**src/rtl/cas64_sequencer.sv**
```systemverilog
module cas64_sequencer #(
  parameter int ADDR_W = 32,
  parameter int DATA_W = 64,
  parameter int IMM_W  = 13,
  parameter int ASI_W  = 8,
  parameter logic [ASI_W-1:0] DEF_ASI = 8'h0B
) (
  input  logic              clk,
  input  logic              rst_n,
  input  logic              start,
  input  logic [ADDR_W-1:0] addr,
  input  logic              imm_sel,
  input  logic [IMM_W-1:0]  imm_val,
  input  logic [DATA_W-1:0] cmp_pair,
  input  logic [DATA_W-1:0] swap_val,
  input  logic              alt_space,
  input  logic [ASI_W-1:0]  asi_in,
  output logic              bus_req,
  output logic              bus_we,
  output logic              bus_lock,
  output logic [ADDR_W-1:0] bus_addr,
  output logic [DATA_W-1:0] bus_wdata,
  output logic [ASI_W-1:0]  bus_asi,
  input  logic              bus_ack,
  input  logic [DATA_W-1:0] bus_rdata,
  output logic              rd_we,
  output logic [DATA_W-1:0] rd_wdata,
  output logic              done,
  output logic              success,
  output logic              err
);
  localparam int ALIGN_W = $clog2(DATA_W / 8);

  typedef enum logic [2:0] {
    S_IDLE, S_LOCK_RD, S_WAIT_RD, S_CMP, S_WR, S_WAIT_WR, S_DONE
  } st_t;

  st_t               st;
  logic [ADDR_W-1:0] addr_q;
  logic [DATA_W-1:0] cmp_q, new_q, old_q, wdata_q;
  logic [ASI_W-1:0]  asi_q;
  logic              hit_q, err_q;

  wire misaligned = addr[ALIGN_W-1:0] != '0;
  wire [DATA_W-1:0] cmp_sel = imm_sel ?
    {{(DATA_W-IMM_W){imm_val[IMM_W-1]}}, imm_val} : cmp_pair;

  always_ff @(posedge clk) begin
    if (!rst_n) begin
      st      <= S_IDLE;
      addr_q  <= '0;
      cmp_q   <= '0;
      new_q   <= '0;
      old_q   <= '0;
      wdata_q <= '0;
      asi_q   <= '0;
      hit_q   <= 1'b0;
      err_q   <= 1'b0;
    end else begin
      err_q <= 1'b0;
      case (st)
        S_IDLE: if (start) begin
          if (misaligned) begin
            err_q <= 1'b1;
          end else begin
            addr_q <= addr;
            cmp_q  <= cmp_sel;
            new_q  <= swap_val;
            asi_q  <= alt_space ? asi_in : DEF_ASI;
            st     <= S_LOCK_RD;
          end
        end
        S_LOCK_RD: st <= S_WAIT_RD;
        S_WAIT_RD: if (bus_ack) begin
          old_q <= bus_rdata;
          st    <= S_CMP;
        end
        S_CMP: begin
          hit_q   <= old_q == cmp_q;
          wdata_q <= (old_q == cmp_q) ? new_q : old_q;
          st      <= S_WR;
        end
        S_WR:      st <= S_WAIT_WR;
        S_WAIT_WR: if (bus_ack) st <= S_DONE;
        default:   st <= S_IDLE;
      endcase
    end
  end

  assign bus_req   = st == S_WAIT_RD || st == S_WAIT_WR;
  assign bus_we    = st == S_WAIT_WR;
  assign bus_lock  = st != S_IDLE && st != S_DONE;
  assign bus_addr  = addr_q;
  assign bus_wdata = wdata_q;
  assign bus_asi   = asi_q;
  assign done      = st == S_DONE || err_q;
  assign success   = st == S_DONE && hit_q;
  assign rd_we     = success;
  assign rd_wdata  = old_q;
  assign err       = err_q;

  a_r3_req_under_lock: assert property (@(posedge clk) disable iff (!rst_n)
    bus_req |-> bus_lock);
  a_r3_lock_held: assert property (@(posedge clk) disable iff (!rst_n)
    bus_lock && !(bus_req && bus_we && bus_ack) |=> bus_lock);
  a_r3_lock_release: assert property (@(posedge clk) disable iff (!rst_n)
    bus_req && bus_we && bus_ack |=> !bus_lock && done);
  a_r2_err_no_bus: assert property (@(posedge clk) disable iff (!rst_n)
    err |-> !bus_req && !bus_lock && done && !success);
  a_r5_we_with_success: assert property (@(posedge clk) disable iff (!rst_n)
    rd_we |-> success && done);
  a_r10_done_pulse: assert property (@(posedge clk) disable iff (!rst_n)
    done && !err |=> !done);
  a_r4_wdata_stable: assert property (@(posedge clk) disable iff (!rst_n)
    bus_req && !bus_ack |=> $stable(bus_addr) && $stable(bus_wdata) && $stable(bus_we));
endmodule

```
**config.mk**
```make
export PLATFORM = sky130hd
export DESIGN_NAME = cas64_sequencer
export DESIGN_NICKNAME = d
export VERILOG_FILES = /design/src/rtl/cas64_sequencer.sv
export SDC_FILE = /design/constraint.sdc
export NUM_CORES = 1
export LEC_CHECK = 0
export BUFFER_PORTS_ARGS = -buffer_cell sky130_fd_sc_hd__buf_2
export CAP_MARGIN = 10
export CORE_MARGIN = 5
export CORE_UTILIZATION = 30
export CTS_BUF_LIST = sky130_fd_sc_hd__clkbuf_8
export DETAILED_ROUTE_END_ITERATION = 8
export SYNTH_ARGS = -nofsm -noshare
export SYNTH_HDL_FRONTEND = slang
export SYNTH_SLANG_ARGS = --single-unit
```
**constraint.sdc**
```tcl
create_clock -name clk -period 1.7 [get_ports clk]
set_input_delay 0 -clock clk [delete_from_list [all_inputs] [get_ports clk]]
set_output_delay 0 -clock clk [all_outputs]
set_load 0.01 [all_outputs]
```
==> impl_metrics.toml, run 1 <==
[status]
status = "complete, but fails checks"
violations = "negative setup slack"

[synthesis]
syn_inst = 1417
yosysUniqueCellTypes = 33
synthXorXnorAreaFrac_pct = 4.43
synth_flop_cell = "dfxtp_1"
yosys-mux-area-fraction_pct = 6.17
yosysWarnings = 0
avgSynthCellArea_um2 = 8.94
async_flop_share_pct = 0
synth_area_um2 = 12700
synth_edf_count = 0
synth-seq-cells = 301
synth_fa_ha_area_share_pct = 0
synth_top_family_by_area = "compound AO/OA/AOI/OAI gates"
ys_seq_area_share_pct = 47.6
synthSimpleGateAreaFrac_pct = 17.0
synth_compound_area_share_pct = 20.2
synth_nets = 1668

[power]
combPwrFrac_pct = 15.3
power_mw = 16.7
clkPwrFrac_pct = 40.8
ir_worst_vdd_uv = 538
cellLeakagePower_nw = 10.4
internal_power_mw = 12.2
p_per_area_nw_per_um2 = 767
swShare_pct = 27.0
seq_power_share_pct = 43.9
switchingPower_mw = 4.50

[cells_and_area]
num-nets-final = 2490
area_delta_synth_final_pct = 71.7
utilization_pct = 52.0
drive_above_1_share_pct = 36.6
final_cells = 2819
fillerInstances = 3676

[routing]
drtAntennaViolNets = 0
drc_errors = 0
dr.first_iter.drc_count = 1012
route.top_layer_used = "met5"
avgViaCountPerCell = 4.95
wl_met3_mm = 4.14
wl_per_cell_um = 21.2
dr.pass1.iters = 7
wl_met2_mm = 28.1
vias = 13900
routed_wirelength_mm = 59.8
wl_met1_mm = 25.0

[setup_path]
worstPathRequired_ns = 2.22
cpMostUsedCell = "buf_12"
path_max_fanout = 7
critical_path.slowest_cell = "dfxtp_2"
arrival_ns = 2.93
end_kind = "flip-flop"
start_kind = "flip-flop"
crit_chain = "xor2_2 -> nor4_2 -> buf_4 -> nand4_1 -> nor4_4 -> buf_4 -> buf_12 -> buf_12 -> buf_12 -> mux2i_1 -> a21oi_1"
worstSetupPathType = "reg -> reg"
slowest_delay_ns = 0.34

[global_route]
overflow = 0
grt_usage_pct = 21.6
grt_max_degree = 77
grt_pass1_wl_mm = 79.8
grt_pass1_vias = 13800
antenna_found_initial = 5

[floorplanning]
die-area_um2 = 46400
initial_core_util_pct = 30.3
io_pins = 426
die_w_um = 215
core_area_um2 = 41900
die_h_um = 215
rows = 75

[cts]
cts_buffer_depth = 3
htreeDepth = 2
cts_tree = "yes"
clkTransAtPathRegs_ns = 0.06
clock_sink_count = 301
cts_buffers = 55
clk_latency_ns = 0.65
cts_root_buffer = "clkbuf_8"

[timing]
hold_viol = 0
timing.final.crit_share_pct = 142
skew_ns = 0.0440
rsz0062_at_grt = "yes"
timing.final.max_slew_violations = 0
max_freq_mhz = 413
layout_setup_ws_ns = -0.719
hold-worst-slack_ns = 0.132
worst_pin_slew_ns = 0.585
finalSetupViolCount = 163
slew_headroom_pct = 60.8
fin_crit_ns = 2.42

[placement]
hpwl_mm = 34.8
dp_cells = 2397
portBuffers = 425
pre_cts_ws_ns = -0.922
gp_congestion = 0.836

[hold_path]
min_path_type = "in -> reg"

[job]
cap_violations = 0
==> power by group through the flow <==
stage | Combinational [mW] | Sequential, mW | Clock (mW)
after floorplan | 0.717 | 7.49 | 0
after global placement | 1.67 | 7.46 | 0
after detailed placement | 1.67 | 7.47 | 0
after CTS | 2.21 | 7.32 | 6.97
after global routing | 2.71 | 7.34 | 7.33
final | 2.56 | 7.32 | 6.80
==> timing repair <==
action	4_1_cts	5_1_grt
cloned	1	42
resized for setup	30	188
hold buffers	252	0
hold endpoints to repair	242	0
setup buffers	10	24
endpoints found under the setup margin	71	183
pin swaps	10	42
==> layout make-up <==
type | count | area [um^2] | area share, %
antenna | 2 | 5.00 | 0.0230
multi-input combinational | 996 | 6620 | 30.4
inverter | 1 | 6.26 | 0.0288
tap | 539 | 674 | 3.10
sequential | 301 | 6060 | 27.9
clock buffer | 64 | 881 | 4.05
clock inverter | 32 | 178 | 0.817
timing repair buffer | 884 | 7330 | 33.7
==> synth_stat cells (5+ instances only) <==
cell / number / area, um^2
nand3_1: 58 / 290
mux2i_1: 77 / 771
nand2b_1: 52 / 325
dfxtp_1: 301 / 6030
nor4_1: 16 / 100
buf_1: 7 / 26.3
nand2_1: 336 / 1260
and2_1: 5 / 31.3
clkbuf_1: 83 / 312
and3_1: 5 / 31.3
a21boi_1: 41 / 308
a21oi_1: 64 / 320
xor2_1: 64 / 561
a21boi_0: 121 / 908
buf_2: 22 / 110
o21ai_0: 66 / 330
buf_12: 5 / 100
o211a_1: 67 / 671
==> layout by cell type, fill, tap and decap left out, types with 64 or more instances in the layout <==
cell type,n
a21boi_0,70
buf_2,421
dfxtp_1,282
nand2_1,310
a21oi_1,64
clkbuf_8,65
o21ai_0,66
a21boi_1,75
o211a_1,67
buf_4,118
mux2i_1,74
dlygate4sd3_1,251
==> flip-flops by register name, indices dropped and copies added, names as in the netlist <==
signal	flops
rd_wdata	64
bus_addr	32
cmp_q	64
err	1
hit_q	1
new_q	64
bus_wdata	64
st	3
bus_asi	8
==> critical path, delay by kind of cell, from the launching register on <==
kind	cells	cell delay (ns)
and+or+nand+nor	3	0.78
buffers and inverters	5	0.71
DFF	1	0.34
muxes	1	0.20
xor gates and xnor gates	1	0.19
AOI/OAI and AO/OA	1	0.09
==> per-layer routing <==
| metal | GRT usage (%) | vias up |
|---|---|---|
| met2 | 36.5 | 620 |
| met3 | 5.91 | 167 |
| li1 | - | 6484 |
| met4 | 9.43 | 6 |
| met1 | 25.9 | 6663 |
| met5 | 0 | - |
==> through the flow <==
stage | instance area (um^2) | TNS, ns
2_1_floorplan | 12700 | -14.40
3_3_place_gp | 16300 | -57.11
3_5_place_dp | 16300 | -55.64
4_1_cts | 20100 | -38.15
5_1_grt | 21800 | -61.62
6_report | 21800 | -43.91
==> worst paths after layout <==
kind	startpoint	end	slack, ns	cells past startpoint
worst min register to register	bus_addr[15]	bus_addr[15]	0.45	2
worst min-delay path	imm_sel	cmp_q[20]	0.13	5
worst max register to register	rd_wdata[36]	bus_wdata[4]	-0.72	11
worst max-delay path	rd_wdata[36]	bus_wdata[4]	-0.72	11
==> logic make-up (layout without fill, tap and decap cells) <==
family                    after synthesis  count (layout)
buffers and inverters                 121             981
other                                   0               2
DFF                                   301             301
muxes                                  78              78
xor gates and xnor gates               64              64
AOI/OAI and AO/OA                     362             362
and+or+nand+nor                       491             492
(Power assumes the default switching activity.)
==> run 2: changes to the inputs <==
--- a/config.mk
+++ b/config.mk
@@ -8,9 +8,11 @@
 export BUFFER_PORTS_ARGS = -buffer_cell sky130_fd_sc_hd__buf_2
 export CAP_MARGIN = 10
 export CORE_MARGIN = 5
-export CORE_UTILIZATION = 30
+export CORE_UTILIZATION = 47
 export CTS_BUF_LIST = sky130_fd_sc_hd__clkbuf_8
 export DETAILED_ROUTE_END_ITERATION = 8
+export GPL_TIMING_DRIVEN = 1
+export PLACE_DENSITY = 0.78
 export SYNTH_ARGS = -nofsm -noshare
 export SYNTH_HDL_FRONTEND = slang
 export SYNTH_SLANG_ARGS = --single-unit
==> impl_metrics.toml, run 2 (same netlist as run 1, synthesis figures left out) <==
[status]
status = "complete, but fails checks"
violations = "negative setup slack"

[cts]
clk_latency_ns = 0.56
cts_buffer_depth = 3
cts_root_buffer = "clkbuf_8"
clkTransAtPathRegs_ns = 0.06
cts_buffers = 49
htreeDepth = 2
cts_tree = "yes"
clock_sink_count = 301

[floorplanning]
die_h_um = 174
core_area_um2 = 26700
die-area_um2 = 30300
rows = 60
initial_core_util_pct = 47.4
die_w_um = 174
io_pins = 426

[setup_path]
r2r-start = "cmp_q[30]"
start_kind = "flip-flop"
worstPathRequired_ns = 2.11
r2r_setup_slack_ns = -0.76
path_max_fanout = 7
r2r_cells = 9
worstSetupPathType = "reg -> reg"
arrival_ns = 2.88
end_kind = "flip-flop"
r2r_end = "bus_wdata[37]"

[hold_path]
hold_path_end = "cmp_q[14]"
min_path_cells = 5
min_path_type = "in -> reg"
min_from = "imm_val[12]"

[timing]
hold_viol = 0
skew_ns = 0.0202
slew_headroom_pct = 57.8
worst_pin_slew_ns = 0.633
fin_crit_ns = 2.46
layout_setup_ws_ns = -0.761
rsz0062_at_grt = "yes"
timing.final.max_slew_violations = 0
max_freq_mhz = 406
timing.final.crit_share_pct = 145
finalSetupViolCount = 93

[routing]
vias = 14800
avgViaCountPerCell = 5.76
dr.first_iter.drc_count = 1630
dr.pass1.iters = 9
wl_per_cell_um = 22.8
drc_errors = 0
routed_wirelength_mm = 58.7
drtAntennaViolNets = 0

[cells_and_area]
seq_area_um2 = 6060
layout_commonest_cell = "buf_2"
fillerInstances = 1542
multiInputGateArea_um2 = 6560
num-nets-final = 2445
drive_above_1_share_pct = 34.8
layout_common_cells = "buf_2 (423), nand2_1 (317), dfxtp_1 (283), dlygate4sd3_1 (247), buf_4 (112)"
utilization_pct = 77.6
final_cell_area_um2 = 20700
area_delta_synth_final_pct = 63.6

[job]
cap_violations = 0

[placement]
place_area_um2 = 16000
pre_cts_ws_ns = -0.669
portBuffers = 425
hpwl_mm = 31.4
gp_congestion = 0.869

[global_route]
overflow = 0
grt_pass1_vias = 14500
grt_max_degree = 72
grt_pass1_wl_mm = 81.1
grt_usage_pct = 33.1
antenna_found_initial = 4

[power]
switchingPower_mw = 4.20
ir_worst_vdd_uv = 631
swShare_pct = 26.2
cellLeakagePower_nw = 10.0
clkPwrFrac_pct = 39.4
p_per_area_nw_per_um2 = 775
seq_power_share_pct = 45.7
combPwrFrac_pct = 15.0
internal_power_mw = 11.9
run 2: cell types whose count changed in the layout (fill, tap and decap cells not counted), sizes merged:
| cell | previous run | this run |
|---|---|---|
| buf | 604 | 580 |
| clkbuf | 93 | 80 |
| clkinv | 6 | 1 |
| dlygate4sd3 | 251 | 247 |
| diode | 2 | 5 |
| clkinvlp | 2 | 0 |
| inv | 24 | 23 |
| nand2 | 337 | 336 |
run 2: worst max path at each step:
stage	from	slack, ns	end
CTS	rd_wdata[38]	-0.59	bus_wdata[22]
global route	cmp_q[30]	-0.83	bus_wdata[46]
floorplan	rd_wdata[17]	-0.25	bus_wdata[53]
detailed placement	rd_wdata[22]	-0.67	bus_wdata[6]
finish	cmp_q[30]	-0.76	bus_wdata[37]
global placement	rd_wdata[35]	-0.69	bus_wdata[22]
run 2: worst max-delay path: stages (launching register included):
cell and delay [ns]:
dfxtp_2 0.34, xor2_2 0.20, nor4_2 0.37, buf_4 0.18
nand4_1 0.15, nor4_4 0.29, buf_6 0.25, buf_12 0.16
mux2i_1 0.25, a21oi_1 0.13
run 2: timing repair:
item                                    in CTS  in global routing
endpoints found under the setup margin      68                194
hold endpoints to repair                   249                  0
setup buffers                                2                 20
gates resized for setup                     20                174
hold buffers                               247                  0
gates cloned                                 1                 23
pin swaps                                   19                 50
run 2: cell type report:
type | count | area share [%]
Sequential cell | 301 | 29.2
Inverter | 1 | 0.0181
Antenna cell | 5 | 0.0604
Timing Repair Buffer | 846 | 32.4
Clock inverter | 24 | 0.567
Clock buffer | 61 | 4.05
Multi-Input combinational cell | 995 | 31.6
Tap cell | 341 | 2.06
run 2: power by group through the flow:
| stage | Clock (mW) | Combinational, mW | Sequential, mW |
|---|---|---|---|
| finish | 6.32 | 2.40 | 7.33 |
| global route | 6.68 | 2.52 | 7.34 |
| CTS | 6.29 | 2.08 | 7.32 |
| detailed placement | 0 | 1.59 | 7.47 |
| global placement | 0 | 1.57 | 7.46 |
| floorplan | 0 | 0.717 | 7.49 |
run 2: layer usage:
metal / track usage, % / vias to the layer above / part of all wire [%]
met5: 0 / - / 0
met4: 14.2 / 0 / 6.0
met3: 9.13 / 316 / 10
met2: 57.9 / 1126 / 48
met1: 37.9 / 6990 / 36
li1: - / 6396 / -
run 2: per-stage QoR:
step | setup TNS (ns) | hold WS [ns] | instances | total power [mW]
2_1_floorplan | -14.40 | 0.134 | 1417 | 8.21
3_3_place_gp | -42.27 | 0.240 | 2193 | 9.03
3_5_place_dp | -39.98 | 0.246 | 2193 | 9.05
4_1_cts | -35.51 | 0.0482 | 2527 | 15.7
5_1_grt | -53.68 | 0.0905 | 2572 | 16.5
6_report | -44.06 | 0.0991 | 2574 | 16.1
